$ cat src/rtl/hdma_pkg.sv
package hdma_pkg;

  localparam int ADDR_W = 16;
  localparam int REG_W  = 8;
  localparam int LEN_W  = 7;

  typedef enum logic [1:0] {
    ST_IDLE  = 2'd0,
    ST_HOLD  = 2'd1,
    ST_READ  = 2'd2,
    ST_WRITE = 2'd3
  } hdma_state_e;

  typedef enum logic [2:0] {
    SEL_SRC_HI = 3'd0,
    SEL_SRC_LO = 3'd1,
    SEL_DST_HI = 3'd2,
    SEL_DST_LO = 3'd3,
    SEL_CTL    = 3'd4
  } hdma_sel_e;

  typedef struct packed {
    logic [ADDR_W-1:0] src;
    logic [ADDR_W-1:0] dst;
    logic              blank_mode;
    logic [LEN_W-1:0]  blocks;
  } hdma_cmd_t;

endpackage

$ cat src/rtl/hdma_regs.sv
// Register file: holds the addresses and control byte, validates starts,
// and takes completion updates from the sequencer.
module hdma_regs
  import hdma_pkg::*;
#(
  parameter int              BLOCK_LOG2 = 4,
  parameter int              WIN_W      = 13,
  parameter logic [ADDR_W-1:0] WIN_BASE = 16'h8000
) (
  input  logic              clk,
  input  logic              rst,
  input  logic              cfg_we,
  input  logic [2:0]        cfg_sel,
  input  logic [REG_W-1:0]  cfg_wdata,
  input  logic [2:0]        cfg_rsel,
  output logic [REG_W-1:0]  cfg_rdata,
  input  logic              busy,
  input  logic              wb_en,
  input  logic [ADDR_W-1:0] wb_src,
  input  logic [ADDR_W-1:0] wb_dst,
  input  logic              ctl_done,
  input  logic              ctl_dec,
  output logic              start,
  output hdma_cmd_t         cmd
);

  localparam logic [ADDR_W-1:0] ALIGN_MASK = ~((ADDR_W'(1) << BLOCK_LOG2) - ADDR_W'(1));
  localparam logic [ADDR_W-1:0] WIN_MASK   = (ADDR_W'(1) << WIN_W) - ADDR_W'(1);

  logic [REG_W-1:0]  src_hi_q, src_lo_q, dst_hi_q, dst_lo_q, ctl_q;
  logic [ADDR_W-1:0] src_aligned, dst_aligned;
  logic              src_in_window;
  logic              ctl_write;

  // Start-time address shaping
  always_comb begin
    src_aligned   = {src_hi_q, src_lo_q} & ALIGN_MASK;
    dst_aligned   = ({dst_hi_q, dst_lo_q} & WIN_MASK & ALIGN_MASK) | WIN_BASE;
    src_in_window = (src_aligned & ~WIN_MASK) == WIN_BASE;
    ctl_write     = cfg_we && (cfg_sel == SEL_CTL);
    start         = ctl_write && !busy && !src_in_window;
    cmd.src        = src_aligned;
    cmd.dst        = dst_aligned;
    cmd.blank_mode = cfg_wdata[REG_W-1];
    cmd.blocks     = cfg_wdata[LEN_W-1:0];
  end

  // Address registers: software writes, engine writeback wins a collision
  always_ff @(posedge clk) begin
    if (rst) begin
      src_hi_q <= '0;
      src_lo_q <= '0;
      dst_hi_q <= '0;
      dst_lo_q <= '0;
    end else if (wb_en) begin
      src_hi_q <= wb_src[ADDR_W-1:REG_W];
      src_lo_q <= wb_src[REG_W-1:0];
      dst_hi_q <= wb_dst[ADDR_W-1:REG_W];
      dst_lo_q <= wb_dst[REG_W-1:0];
    end else if (cfg_we) begin
      case (cfg_sel)
        SEL_SRC_HI: src_hi_q <= cfg_wdata;
        SEL_SRC_LO: src_lo_q <= cfg_wdata;
        SEL_DST_HI: dst_hi_q <= cfg_wdata;
        SEL_DST_LO: dst_lo_q <= cfg_wdata;
        default: ;
      endcase
    end
  end

  // Control byte: accepted only on a valid start, then updated by the engine
  always_ff @(posedge clk) begin
    if (rst) begin
      ctl_q <= '0;
    end else if (start) begin
      ctl_q <= cfg_wdata;
    end else if (ctl_done) begin
      ctl_q <= ctl_q | {1'b1, {(REG_W-1){1'b0}}};
    end else if (ctl_dec) begin
      ctl_q <= ctl_q - REG_W'(1);
    end
  end

  always_comb begin
    case (cfg_rsel)
      SEL_SRC_HI: cfg_rdata = src_hi_q;
      SEL_SRC_LO: cfg_rdata = src_lo_q;
      SEL_DST_HI: cfg_rdata = dst_hi_q;
      SEL_DST_LO: cfg_rdata = dst_lo_q;
      SEL_CTL:    cfg_rdata = ctl_q;
      default:    cfg_rdata = '1;
    endcase
  end

endmodule

$ cat src/rtl/hdma_seq.sv
// Transfer sequencer: walks bytes and blocks, and reports block ends
// and completion to the register file.
module hdma_seq
  import hdma_pkg::*;
#(
  parameter int BLOCK_LOG2 = 4,
  parameter int WIN_W      = 13
) (
  input  logic              clk,
  input  logic              rst,
  input  logic              start,
  input  hdma_cmd_t         cmd,
  input  logic              hblank_pulse,
  output hdma_state_e       state_q,
  output hdma_state_e       state_d,
  output logic [ADDR_W-1:0] src_d,
  output logic [ADDR_W-1:0] dst_d,
  output logic              busy,
  output logic              wb_en,
  output logic [ADDR_W-1:0] wb_src,
  output logic [ADDR_W-1:0] wb_dst,
  output logic              ctl_done,
  output logic              ctl_dec
);

  localparam logic [ADDR_W-1:0] WIN_MASK = (ADDR_W'(1) << WIN_W) - ADDR_W'(1);

  logic [ADDR_W-1:0]     src_q, dst_q;
  logic [BLOCK_LOG2-1:0] byte_q, byte_d;
  logic [LEN_W-1:0]      left_q, left_d;
  logic                  blank_q, blank_d;
  logic                  block_end, last_byte;

  always_comb begin
    state_d   = state_q;
    src_d     = src_q;
    dst_d     = dst_q;
    byte_d    = byte_q;
    left_d    = left_q;
    blank_d   = blank_q;
    block_end = 1'b0;
    last_byte = 1'b0;
    case (state_q)
      ST_IDLE: begin
        if (start) begin
          src_d   = cmd.src;
          dst_d   = cmd.dst;
          blank_d = cmd.blank_mode;
          left_d  = cmd.blocks;
          byte_d  = '0;
          state_d = cmd.blank_mode ? ST_HOLD : ST_READ;
        end
      end
      ST_HOLD: begin
        if (hblank_pulse) state_d = ST_READ;
      end
      ST_READ: begin
        state_d = ST_WRITE;
      end
      ST_WRITE: begin
        src_d  = src_q + ADDR_W'(1);
        dst_d  = (dst_q & ~WIN_MASK) | ((dst_q + ADDR_W'(1)) & WIN_MASK);
        byte_d = byte_q + BLOCK_LOG2'(1);
        if (byte_q == '1) begin
          block_end = 1'b1;
          if (left_q == '0) begin
            last_byte = 1'b1;
            state_d   = ST_IDLE;
          end else begin
            left_d  = left_q - LEN_W'(1);
            state_d = blank_q ? ST_HOLD : ST_READ;
          end
        end else begin
          state_d = ST_READ;
        end
      end
      default: state_d = ST_IDLE;
    endcase
  end

  always_ff @(posedge clk) begin
    if (rst) begin
      state_q <= ST_IDLE;
      src_q   <= '0;
      dst_q   <= '0;
      byte_q  <= '0;
      left_q  <= '0;
      blank_q <= 1'b0;
    end else begin
      state_q <= state_d;
      src_q   <= src_d;
      dst_q   <= dst_d;
      byte_q  <= byte_d;
      left_q  <= left_d;
      blank_q <= blank_d;
    end
  end

  always_comb begin
    busy     = (state_q != ST_IDLE);
    wb_en    = last_byte;
    wb_src   = src_d;
    wb_dst   = dst_d;
    ctl_done = last_byte && !blank_q;
    ctl_dec  = block_end && blank_q;
  end

endmodule

$ cat src/rtl/hdma_port.sv
// Bus port: registers every bus output from the sequencer's next state
// and captures the read byte for the following write cycle.
module hdma_port
  import hdma_pkg::*;
(
  input  logic              clk,
  input  logic              rst,
  input  hdma_state_e       state_q,
  input  hdma_state_e       state_d,
  input  logic [ADDR_W-1:0] src_d,
  input  logic [ADDR_W-1:0] dst_d,
  input  logic [REG_W-1:0]  bus_rdata,
  output logic [ADDR_W-1:0] bus_addr,
  output logic [REG_W-1:0]  bus_wdata,
  output logic              bus_we,
  output logic              cpu_stall
);

  always_ff @(posedge clk) begin
    if (rst) begin
      bus_addr  <= '0;
      bus_we    <= 1'b0;
      cpu_stall <= 1'b0;
      bus_wdata <= '0;
    end else begin
      case (state_d)
        ST_READ:  bus_addr <= src_d;
        ST_WRITE: bus_addr <= dst_d;
        default:  bus_addr <= '0;
      endcase
      bus_we    <= (state_d == ST_WRITE);
      cpu_stall <= (state_d == ST_READ) || (state_d == ST_WRITE);
      if (state_q == ST_READ) bus_wdata <= bus_rdata;
    end
  end

endmodule

$ cat src/rtl/vram_dma_engine.sv
module vram_dma_engine
  import hdma_pkg::*;
#(
  parameter int                BLOCK_LOG2 = 4,
  parameter int                WIN_W      = 13,
  parameter logic [ADDR_W-1:0] WIN_BASE   = 16'h8000
) (
  input  logic              clk,
  input  logic              rst,
  input  logic              cfg_we,
  input  logic [2:0]        cfg_sel,
  input  logic [REG_W-1:0]  cfg_wdata,
  input  logic [2:0]        cfg_rsel,
  output logic [REG_W-1:0]  cfg_rdata,
  input  logic              hblank_pulse,
  output logic [ADDR_W-1:0] bus_addr,
  input  logic [REG_W-1:0]  bus_rdata,
  output logic [REG_W-1:0]  bus_wdata,
  output logic              bus_we,
  output logic              cpu_stall
);

  hdma_cmd_t         cmd;
  hdma_state_e       state_q, state_d;
  logic              start, busy, wb_en, ctl_done, ctl_dec;
  logic [ADDR_W-1:0] src_d, dst_d, wb_src, wb_dst;

  hdma_regs #(
    .BLOCK_LOG2(BLOCK_LOG2),
    .WIN_W     (WIN_W),
    .WIN_BASE  (WIN_BASE)
  ) u_regs (
    .clk      (clk),
    .rst      (rst),
    .cfg_we   (cfg_we),
    .cfg_sel  (cfg_sel),
    .cfg_wdata(cfg_wdata),
    .cfg_rsel (cfg_rsel),
    .cfg_rdata(cfg_rdata),
    .busy     (busy),
    .wb_en    (wb_en),
    .wb_src   (wb_src),
    .wb_dst   (wb_dst),
    .ctl_done (ctl_done),
    .ctl_dec  (ctl_dec),
    .start    (start),
    .cmd      (cmd)
  );

  hdma_seq #(
    .BLOCK_LOG2(BLOCK_LOG2),
    .WIN_W     (WIN_W)
  ) u_seq (
    .clk         (clk),
    .rst         (rst),
    .start       (start),
    .cmd         (cmd),
    .hblank_pulse(hblank_pulse),
    .state_q     (state_q),
    .state_d     (state_d),
    .src_d       (src_d),
    .dst_d       (dst_d),
    .busy        (busy),
    .wb_en       (wb_en),
    .wb_src      (wb_src),
    .wb_dst      (wb_dst),
    .ctl_done    (ctl_done),
    .ctl_dec     (ctl_dec)
  );

  hdma_port u_port (
    .clk      (clk),
    .rst      (rst),
    .state_q  (state_q),
    .state_d  (state_d),
    .src_d    (src_d),
    .dst_d    (dst_d),
    .bus_rdata(bus_rdata),
    .bus_addr (bus_addr),
    .bus_wdata(bus_wdata),
    .bus_we   (bus_we),
    .cpu_stall(cpu_stall)
  );

endmodule

$ cat config.mk
export PLATFORM = sky130hd
export DESIGN_NAME = vram_dma_engine
export DESIGN_NICKNAME = d
export VERILOG_FILES = /design/src/rtl/hdma_pkg.sv /design/src/rtl/hdma_regs.sv /design/src/rtl/hdma_seq.sv /design/src/rtl/hdma_port.sv /design/src/rtl/vram_dma_engine.sv
export SDC_FILE = /design/constraint.sdc
export NUM_CORES = 1
export LEC_CHECK = 0
export BUFFER_PORTS_ARGS = -buffer_cell sky130_fd_sc_hd__buf_2
export CAP_MARGIN = 20
export CORE_MARGIN = 3
export CORE_UTILIZATION = 60
export CTS_CLUSTER_DIAMETER = 30
export CTS_CLUSTER_SIZE = 8
export DETAILED_ROUTE_END_ITERATION = 6
export PLACE_DENSITY = 0.87
export SLEW_MARGIN = 20
export SYNTH_ARGS = -nofsm -noshare
export SYNTH_HDL_FRONTEND = slang
export SYNTH_SLANG_ARGS = --single-unit
export TNS_END_PERCENT = 30
$ cat constraint.sdc
create_clock -name clk -period 2.5 [get_ports clk]
set_clock_uncertainty 0.2 [all_clocks]
set_input_delay 0.125 -clock clk [delete_from_list [all_inputs] [get_ports clk]]
set_output_delay 0.125 -clock clk [all_outputs]
set_load 0.02 [all_outputs]
---- Yosys cells after proc, flatten, opt, wreduce, memory -nomap -nowiden ----
Cells that the tools add are included.
storage, ports and cells
  flip-flop bits (word level) ............. 112
  latch bits .............................. 0
  RAM bits ................................ 0
  bits in read-only memories .............. 0
  bits of input ports ..................... 26
  output and inout bits ................... 34
  logic and storage cells ................. 110
  memories ................................ 0
operators by class
  add/sub/neg operators ................... 5
  $mul .................................... 0
  div/mod/pow operators ................... 0
  magnitude comparators ................... 0
  eq/ne operators ......................... 19
  shifts and indexed selects .............. 0
  muxes and demuxes ....................... 39
  bitwise logic cells ..................... 1
  reduce and logical (&&, ||, !) cells .... 30
operators by type and width
  cell                                                 number
  two-way mux 8 bit                                    15
  one-hot mux 16 bit (2 select lines)                  3
  one-hot mux 8 bit (5 select lines)                   1
  two-way mux 16 bit                                   2
  two-way mux 7 bit                                    3
  adder 16 x 1 -> 16 bit, second input constant        1
  OR 16 x 13 -> 16 bit                                 1
  nonzero test 2 bit                                   8
  one-hot mux 7 bit (2 select lines)                   1
  AND reduction 2 bit                                  7
  adder 13 x 1 -> 13 bit, second input constant        1
  equality test 3 x 2 -> 1 bit, second input constant  4
  two-way mux 2 bit                                    6
  equality test 3 bit, second input constant           3
  equality test 2 bit, second input constant           4
  one-hot mux 2 bit (4 select lines)                   1
  one-hot mux 4 bit (2 select lines)                   1
  subtractor 8 x 1 -> 8 bit, second input constant     1
  zero test 7 bit                                      1
  subtractor 7 x 1 -> 7 bit, second input constant     1
  equality test 3 x 1 -> 1 bit, second input constant  2
  zero test 3 bit                                      2
  inequality test 2 bit, second input constant         3
  logical AND 1 bit                                    5
  11 further kinds                                     17

---- Longest topological paths before layout ----
Gate-level depths: netlist of the first run.
  depth after elaboration ................. 8
  mapped depth ............................ 9
  mapped depth without buffers ............ 7

---- Cells and area by module ----
From an unflattened synthesis of the first run, not the netlist that was laid out.
second synthesis, totals
  cells, all modules ...................... 839
  area, all modules ....................... 7180.6 um2
by module, submodules not included
  module     times used  cells each  area an instance (um2)  seq. area each (um2)
  hdma_seq   1           461         3517.1                  920.9
  hdma_regs  1           286         2626.3                  800.8
  hdma_port  1           92          1037.2                  520.5

---- Worst setup path before layout of the first run ----
OpenSTA, ideal clock, no wires.
  path type ............................... register to register
  start point ............................. register u_seq.state_q[0]
  end point ............................... register u_regs.src_lo_q[3]
  setup time .............................. 0.114 ns
  arrival time ............................ 1.938 ns
  required time ........................... 2.186 ns
  slack ................................... 0.248 ns
  cell stages (with the launch flop) ...... 10
  buffers on the path ..................... 2
  period minus slack after synthesis ...... 2.252 ns
  path through ............................ dfxtp_1 inv_1 ha_1 clkbuf_1 buf_2 nor2_1 mux2_2 a22oi_1 nor2_1 a21o_1
between the ends
  cells in the longest elaborated chain, start to end .. 7
  elaborated cells on any way between the ends .. 13
  classes of those cells .................. 1 x eq/ne; 4 x mux; 8 x reduce/logical
ends and longest elaborated chain
  item                                 line             RTL
  start, declared                      hdma_seq.sv:14   output hdma_state_e state_q,
  start signal, assigned               hdma_seq.sv:90   state_q <= state_d;
  nonzero test 2 bit                   hdma_seq.sv:100  busy = (state_q != ST_IDLE);
  zero test 1 bit                      hdma_regs.sv:41  start = ctl_write && !busy && !src_in_window;
  logical AND 1 bit (2 in a row)       hdma_regs.sv:41
  two-way mux 16 bit                   hdma_seq.sv:45   if (start) begin
  one-hot mux 16 bit (2 select lines)  hdma_seq.sv:43   case (state_q)
  two-way mux 8 bit                    hdma_regs.sv:55  end else if (wb_en) begin
  end signal, assigned                 hdma_regs.sv:57  src_lo_q <= wb_src[REG_W-1:0];
  end signal, assigned                 hdma_regs.sv:63  SEL_SRC_LO: src_lo_q <= cfg_wdata;
  end, declared                        hdma_regs.sv:30  logic [REG_W-1:0] src_hi_q, src_lo_q, dst_hi_q, dst_lo_q, ctl_q;
Several ways; a longest one is shown, not always the timed one.
A chain may end at the register's enable or synchronous reset.

---- Worst setup path after layout of the first run ----
  start point ............................. register u_seq.left_q[0]
  end point ............................... register u_port.bus_addr[15]
between the ends
  cells in the longest elaborated chain, start to end .. 6
  elaborated cells on any way between the ends .. 7
  classes of those cells .................. 2 x eq/ne; 4 x mux; 1 x reduce/logical
ends and longest elaborated chain
  item                                   line             RTL
  start, declared                        hdma_seq.sv:30   logic [LEN_W-1:0] left_q, left_d;
  start signal, assigned                 hdma_seq.sv:94   left_q <= left_d;
  zero test 7 bit *                      hdma_seq.sv:66   if (left_q == '0) begin
  two-way mux 2 bit *                    hdma_seq.sv:66
  two-way mux 2 bit *                    hdma_seq.sv:64   if (byte_q == '1) begin
  one-hot mux 2 bit (4 select lines) *   hdma_seq.sv:43
  equality test 2 bit                    hdma_port.sv:26  case (state_d)
  one-hot mux 16 bit (2 select lines) *  hdma_port.sv:26
  end signal, assigned                   hdma_port.sv:27  ST_READ: bus_addr <= src_d;
  end signal, assigned                   hdma_port.sv:28  ST_WRITE: bus_addr <= dst_d;
  end, declared                          hdma_port.sv:13  output logic [ADDR_W-1:0] bus_addr,
Every way passes the cells marked *; elsewhere a longest branch is shown, timed or not.

==> results of run 1 <==
## what timing repair did
| item | in CTS | in global routing |
|---|---|---|
| resized for setup | 1 | 15 |
| hold buffers | 16 | 0 |
| setup buffers | 0 | 5 |
| pin swaps | 0 | 4 |
| hold endpoints to repair | 22 | 0 |
| setup endpoints to repair | 5 | 25 |
## registers in the layout (all words and copies together) (netlist names), 4 cells and up
register,flops
u_regs.ctl_q,8
u_seq.src_q,16
u_regs.src_lo_q,8
u_port.bus_addr,16
u_port.bus_wdata,8
u_regs.dst_hi_q,8
u_regs.dst_lo_q,8
u_regs.src_hi_q,8
u_seq.left_q,7
u_seq.byte_q,4
u_seq.dst_q,16
## placed cells by master, fill, tap and decap left out, drive strengths merged, types with 4 or more instances in the layout
cell type / n
a211oi: 56
nand2b: 8
clkbuf: 12
nand3: 26
a311oi: 5
a21oi: 38
mux2i: 27
a21o: 12
and2: 7
nor4: 8
o31ai: 6
a22oi: 7
a22o: 10
nor2b: 16
nand4: 8
inv: 30
o211ai: 4
a221oi: 7
buf: 124
or4: 6
o21a: 4
a222oi: 4
nor3: 22
mux2: 19
nor3b: 4
nor2: 89
dlygate4sd3: 16
dfxtp: 112
nand2: 40
and3: 4
o21ai: 47
ha: 9
## where the power goes
part	switching, mW	internal [mW]
Sequential	0.0959	1.92
Combinational	1.63	1.07
Clock	0.624	0.418
Total	2.35	3.41
## worst max-delay path by stage
stage,endpoint,slack (ns)
final,u_port.bus_addr[15]$_SDFF_PP0_,0.09
after global routing,u_port.bus_addr[12]$_SDFF_PP0_,-0.004
after CTS,u_port.bus_addr[8]$_SDFF_PP0_,0.007
after detailed placement,u_port.bus_addr[15]$_SDFF_PP0_,-0.07
after global placement,u_port.bus_addr[15]$_SDFF_PP0_,-0.01
after floorplan,u_regs.src_lo_q[3]$_SDFFE_PP0P_,0.25
## area by class of cell
cell class	instances	area [sq um]	share of cell area
clock buffer	12	155	0.0211
clock inverter	4	28.8	0.00391
inverter	31	116	0.0158
multi-input combinational	548	3650	0.496
sequential	112	2240	0.305
tap	133	166	0.0226
timing repair buffer	140	992	0.135
## metal layers
| layer | vias to the layer above | share of wire | GRT usage |
|---|---|---|---|
| met5 | - | 0 | 0 |
| met1 | 3017 | 0.38 | 0.424 |
| met4 | 0 | 0.055 | 0.203 |
| met2 | 410 | 0.48 | 0.583 |
| li1 | 2962 | - | - |
| met3 | 83 | 0.090 | 0.0732 |
## critical path, delay by kind of cell, from the launching register on
family	cells	cell delay, ns
AND/OR/NAND/NOR	2	0.55
flip-flops	1	0.34
adder cells (fa/ha/maj)	1	0.21
AO/OA/AOI/OAI	3	0.90
buffers and inverters	1	0.10
## through the flow
step | area, sq um | utilization
after CTS | 7250 | 0.732
after global routing | 7350 | 0.742
after floorplan | 6210 | -
after detailed placement | 6910 | 0.697
after global placement | 6910 | 0.697
final | 7350 | 0.742
## cells by family after synthesis
logic type               count (synthesis)  synth area share
adder cells (fa/ha/maj)                  9            0.0181
AND/OR/NAND/NOR                        252             0.203
flip-flops                             112             0.361
AO/OA/AOI/OAI                          235             0.272
buffers and inverters                   87            0.0597
multiplexers                            46            0.0780
XOR/XNOR                                 6           0.00847
==> results.md, run 1 <==
* FILL cells at 738
* Slew Viols, Final at 0
* Number of unique standard cell types used by synthesis at 78
* CP Cell Sequence: inv_1, ha_2, or3b_2, o211ai_1, a32o_2, nor2_1, a311oi_1
* DR vias/cell at 6.60
* Critical Path AT at between 2 and 2.5 ns
* Clock sinks at 112
* Post-route insts no fill at 980
* CP Capture Type: flip-flop
* Most common cell in the synthesized netlist: dfxtp_1
* Hpwl dp at 14,500 um
* Total CTS buffers at 9
* Synth Instances at between 700 and 800
* Placement Setup Slack at -0.0750 ns
* R2R Setup Slk at 0.09 ns
* Fmax at 0.415 GHz
* Post-synth top area share at 0.361
* # IOs at 60
* FF+latch count, synth at 112
* Fin Setup TNS at 0 ns
* Pwr per Cell Area at 784 nW/um^2
* Most frequent cells after synthesis: dfxtp_1, nor2_1, a211oi_1
* Area growth, synth to finish at 18.4%
* Die Y at between 100 and 150 um
* Reg2Reg Depth at 7
* Placed cell count at between 900 and 1,000
* Critical Path RT at 2.58 ns
* # diodes at 0
* Clock Path Buffers at 2
* Max-cap violations at 0
* Post-layout min period at 2.41 ns
* Crit Path Max Fanout at 8
* All-Layer GR Usage at 0.353
* Hold Path Stages at 3
* Reg2reg end: u_port.bus_addr[15]$_SDFF_PP0_
* CP max stage delay at 0.48 ns
* PortBufs at between 50 and 60
* Worst Hold Class: input pin to flip-flop
* Routability cong. at 1.01
* Hold Slack at 0.0252 ns
* Post-route total power at roughly 5.8 mW
* Clock Tree Root: clkbuf_8
* Status: complete, no violations
* Final period util at 0.964
* Cell taking the most area after synthesis: dfxtp_1
* Dominant cells by area after synthesis: dfxtp_1, a211oi_1, nor2_1
* Antenna violations before repair at 0
* Critical Path Start Type: flip-flop
* Yosys Warn Count at 0
* Final WS setup at 0.0895 ns
* Worst path slowest cell: or3b_2
* Largest net degree at the start of global routing at a little under 90
* Routed WL at 20,300 um
* Syn_area_per_cell at between 8 and 9 sq um
* Endpoints failing setup at 0
* WL per Instance at 20.7 um
* Peak VDD IR at 0.684 mV
* Grt ovf at 0
* Cell area after synthesis at 6210 sq um
* Leak Pwr at 2.88 nW
* # DRC at 0
* Clock Latency Late Sink at approximately 0.4 ns
* H-Tree Depth at 3
* Ys flop type: dfxtp_1
* Antenna Nets Post-Route at 0
* CP startpoint: u_seq.left_q[0]$_SDFFE_PP0P_
* CTS tree: done
* Layout Nets at ~880
* Reg2Reg Launch Point: u_seq.left_q[0]$_SDFFE_PP0P_
* Sequential area share after synthesis at 0.361
* Iter 0 DRT Violations at 683
* EDFF count, synth at 0
* Post-Syn Nets at 782
* Hold Path End: u_seq.dst_q[9]$_SDFF_PP0_
* Core area at 9910 sq um
* Row count at 36
* Die W at 108 um
* Final hold vios at 0
* Async S/R FF share, synth at 0
* Layout cells sized above 1 at 0.217
* Type of the worst setup path: flip-flop to flip-flop
* Vias in the first global route at 6,120
* Clk pin slew, worst setup/hold paths at around 0.11 ns
* Slew margin rel. at 0.519
* First-pass GRT wire length at 31,700 um
* Die Area at about 12,000 sq um
* First-pass iteration count of the detailed router at 6
* Hold wc startpoint: rst
* Worst-margin pin slew at 0.722 ns
* Initial core utilization at 0.626
* Total number of vias at approximately 6,500
No activity file was read; power rests on OpenSTA's default activity.
==> inputs of run 2 (changes only) <==
--- a/config.mk
+++ b/config.mk
@@ -9,10 +9,11 @@
 export CAP_MARGIN = 20
 export CORE_MARGIN = 3
 export CORE_UTILIZATION = 60
+export CTS_BUF_LIST = sky130_fd_sc_hd__clkbuf_16
 export CTS_CLUSTER_DIAMETER = 30
 export CTS_CLUSTER_SIZE = 8
 export DETAILED_ROUTE_END_ITERATION = 6
-export PLACE_DENSITY = 0.87
+export PLACE_DENSITY_LB_ADDON = 0.1
 export SLEW_MARGIN = 20
 export SYNTH_ARGS = -nofsm -noshare
 export SYNTH_HDL_FRONTEND = slang
==> run 2 against run 1 <==
  * Wire length grew 3.2%
  * Utilization increased by 1.9 points
  * Flip-flop and latch count stayed put
  * Global-route usage up 0.54 points
  * Critical path depth unchanged
  * Worst hold slack better by 0.043 ns
  * Setup slack got worse by 0.068 ns
  * Design area is 2.5% higher
  * Via count grew 0.20%
  * Sequential power is essentially flat
  * Critical path type unchanged
  * Highest routed layer unchanged
==> results.md, run 2 (synthesis results as in run 1) <==
* Status: complete, no violations
* CP Capture Type: flip-flop
* Crit-path leading delay family: compound AO/OA/AOI/OAI gates
* Clock Power Share at 0.215
* Routed WL at 21,000 um
* Most common cell after layout, fill and taps aside: dfxtp_1
* Fmax at 0.403 GHz
* Post-layout min period at between 2 and 2.5 ns
* Share of total power in combinational logic at 0.459
* Clock Tree Root: clkbuf_16
* Fin Setup TNS at 0 ns
* Total CTS buffers at 9
* Die W at between 100 and 150 um
* Critical Path AT at 2.50 ns
* Largest registers: u_port.bus_addr (16), u_seq.dst_q (16), u_seq.src_q (16)
* Die Area at 11,600 sq um
* Antenna violations before repair at 0
* Placed Area at 6970 sq um
* Type of the worst setup path: flip-flop to flip-flop
* Pwr per Cell Area at 821 nW/um^2
* First-pass iteration count of the detailed router at 5
* Worst Hold Class: input pin to flip-flop
* Clock Path Buffers at 2
* Layout cells sized above 1 at 0.228
* Worst-margin pin slew at 0.609 ns
* RSZ-0062 raised after global routing: yes
* Hpwl dp at 14,900 um
* CP max stage delay at 0.50 ns
* Peak VDD IR at 1.05 mV
* DR vias/cell at 6.56
* Die Y at 108 um
* H-Tree Depth at 3
* Final hold vios at 0
* Row count at 36
* Vias in the first global route at around 6,000
* CP Buf/Inv Count at 2
* Slew margin rel. at 0.590
* Clock Latency Late Sink at 0.36 ns
* Placed cell count at 949
* # IOs at 60
* Sequential Power Share at 0.327
* Critical Path RT at roughly 2.5 ns
* Final period util at 0.992
* CTS tree: done
* Total number of vias at 6,485
* Leak Pwr at 2.96 nW
* Clk pin slew, worst setup/hold paths at 0.07 ns
* Crit Path Max Fanout at 12
* Antenna Nets Post-Route at 0
* Commonest non-fill, non-tap cells in the layout: dfxtp_1, nor2_1, buf_4, buf_2, a211oi_1
* Iter 0 DRT Violations at 784
* Initial core utilization at 0.626
* # DRC at 0
* Slew Viols, Final at 0
* Clock sinks at 112
* All-Layer GR Usage at 0.358
* Routability cong. at 1.04
* PortBufs at 59
* Grt ovf at 0
* WL per Instance at 21.2 um
* Switching Power at ~2.5 mW
* Fin area at 7540 sq um
* Post-route insts no fill at 989
* Area growth, synth to finish at 21.4%
* Endpoints failing setup at 0
* CP Cell Sequence: inv_1, ha_2, nor2b_1, a221o_2, buf_12, a222oi_1, a211oi_1
* Internal at 3.73 mW
* Layout Nets at 886
* Max-cap violations at 0
* Sw Ratio at 0.397
* # diodes at 0
* Post-route total power at approximately 6 mW
* Largest net degree at the start of global routing at a little under 90
* First-pass GRT wire length at 32,100 um
* Core area at 9910 sq um
* Critical Path Start Type: flip-flop
* Worst path slowest cell: a222oi_1
[run 2: cell count changes in the layout (fill, tap and decap cells not counted), sizes merged]
cell | before | now
buf | 124 | 133
clkbuf | 12 | 9
clkinv | 3 | 5
clkinvlp | 2 | 1
inv | 30 | 32
[run 2: worst reg2reg max path, stage by stage (launching register included)]
cell and delay (ns):
dfxtp_1 0.42, inv_1 0.10, ha_2 0.21, nor2b_1 0.14, a221o_2 0.43, buf_12 0.18, a222oi_1 0.50, a211oi_1 0.16
[run 2: through the flow]
step | setup WS [ns] | hold slack [ns] | util
2_1_floorplan | 0.248 | 0.00578 | -
3_3_place_gp | 0.120 | 0.158 | 0.703
3_5_place_dp | 0.0326 | 0.166 | 0.703
4_1_cts | 0.00473 | 0.0684 | 0.745
5_1_grt | -0.0643 | 0.101 | 0.760
6_report | 0.0211 | 0.0683 | 0.760
[run 2: worst paths after layout]
path	slack (ns)	cells after the start	startpoint	to
worst max register to register	0.02	7	u_seq.state_q[1]$_SDFF_PP0_	u_regs.dst_hi_q[0]$_SDFFE_PP0P_
worst min register to register	0.30	2	u_port.bus_wdata[4]$_SDFFE_PP0N_	u_port.bus_wdata[4]$_SDFFE_PP0N_
worst min-delay path	0.07	3	rst	u_seq.dst_q[8]$_SDFF_PP0_
worst max-delay path	0.02	7	u_seq.state_q[1]$_SDFF_PP0_	u_regs.dst_hi_q[0]$_SDFFE_PP0P_
[run 2: per-layer routing]
| layer | up-vias | share of wire | GRT usage |
|---|---|---|---|
| met5 | - | 0 | 0 |
| met3 | 78 | 0.080 | 0.0726 |
| met1 | 3091 | 0.39 | 0.443 |
| met4 | 0 | 0.045 | 0.179 |
| li1 | 2988 | - | - |
| met2 | 328 | 0.49 | 0.591 |
[run 2: cell type report]
type,instances,area (sq um)
clock buffer,9,225
clock inverter,7,31.3
fill,746,2370
inverter,31,116
multi-input combinational,548,3680
sequential,112,2240
tap,133,166
timing repair buffer,149,1070
[run 2: power by group through the flow]
stage | logic, mW | clock network (mW) | registers [mW]
after floorplan | 1.50 | 0 | 2.12
after global placement | 2.47 | 0 | 2.04
after detailed placement | 2.55 | 0 | 2.05
after CTS | 2.58 | 1.33 | 2.01
after global routing | 3.00 | 1.41 | 2.03
final | 2.84 | 1.33 | 2.02
[run 2: what timing repair did]
action | 4_1_cts | 5_1_grt
resized for setup | 0 | 23
hold buffers | 16 | 0
setup endpoints to repair | 0 | 37
endpoints found under the hold margin | 19 | 0
buffers inserted | 0 | 7
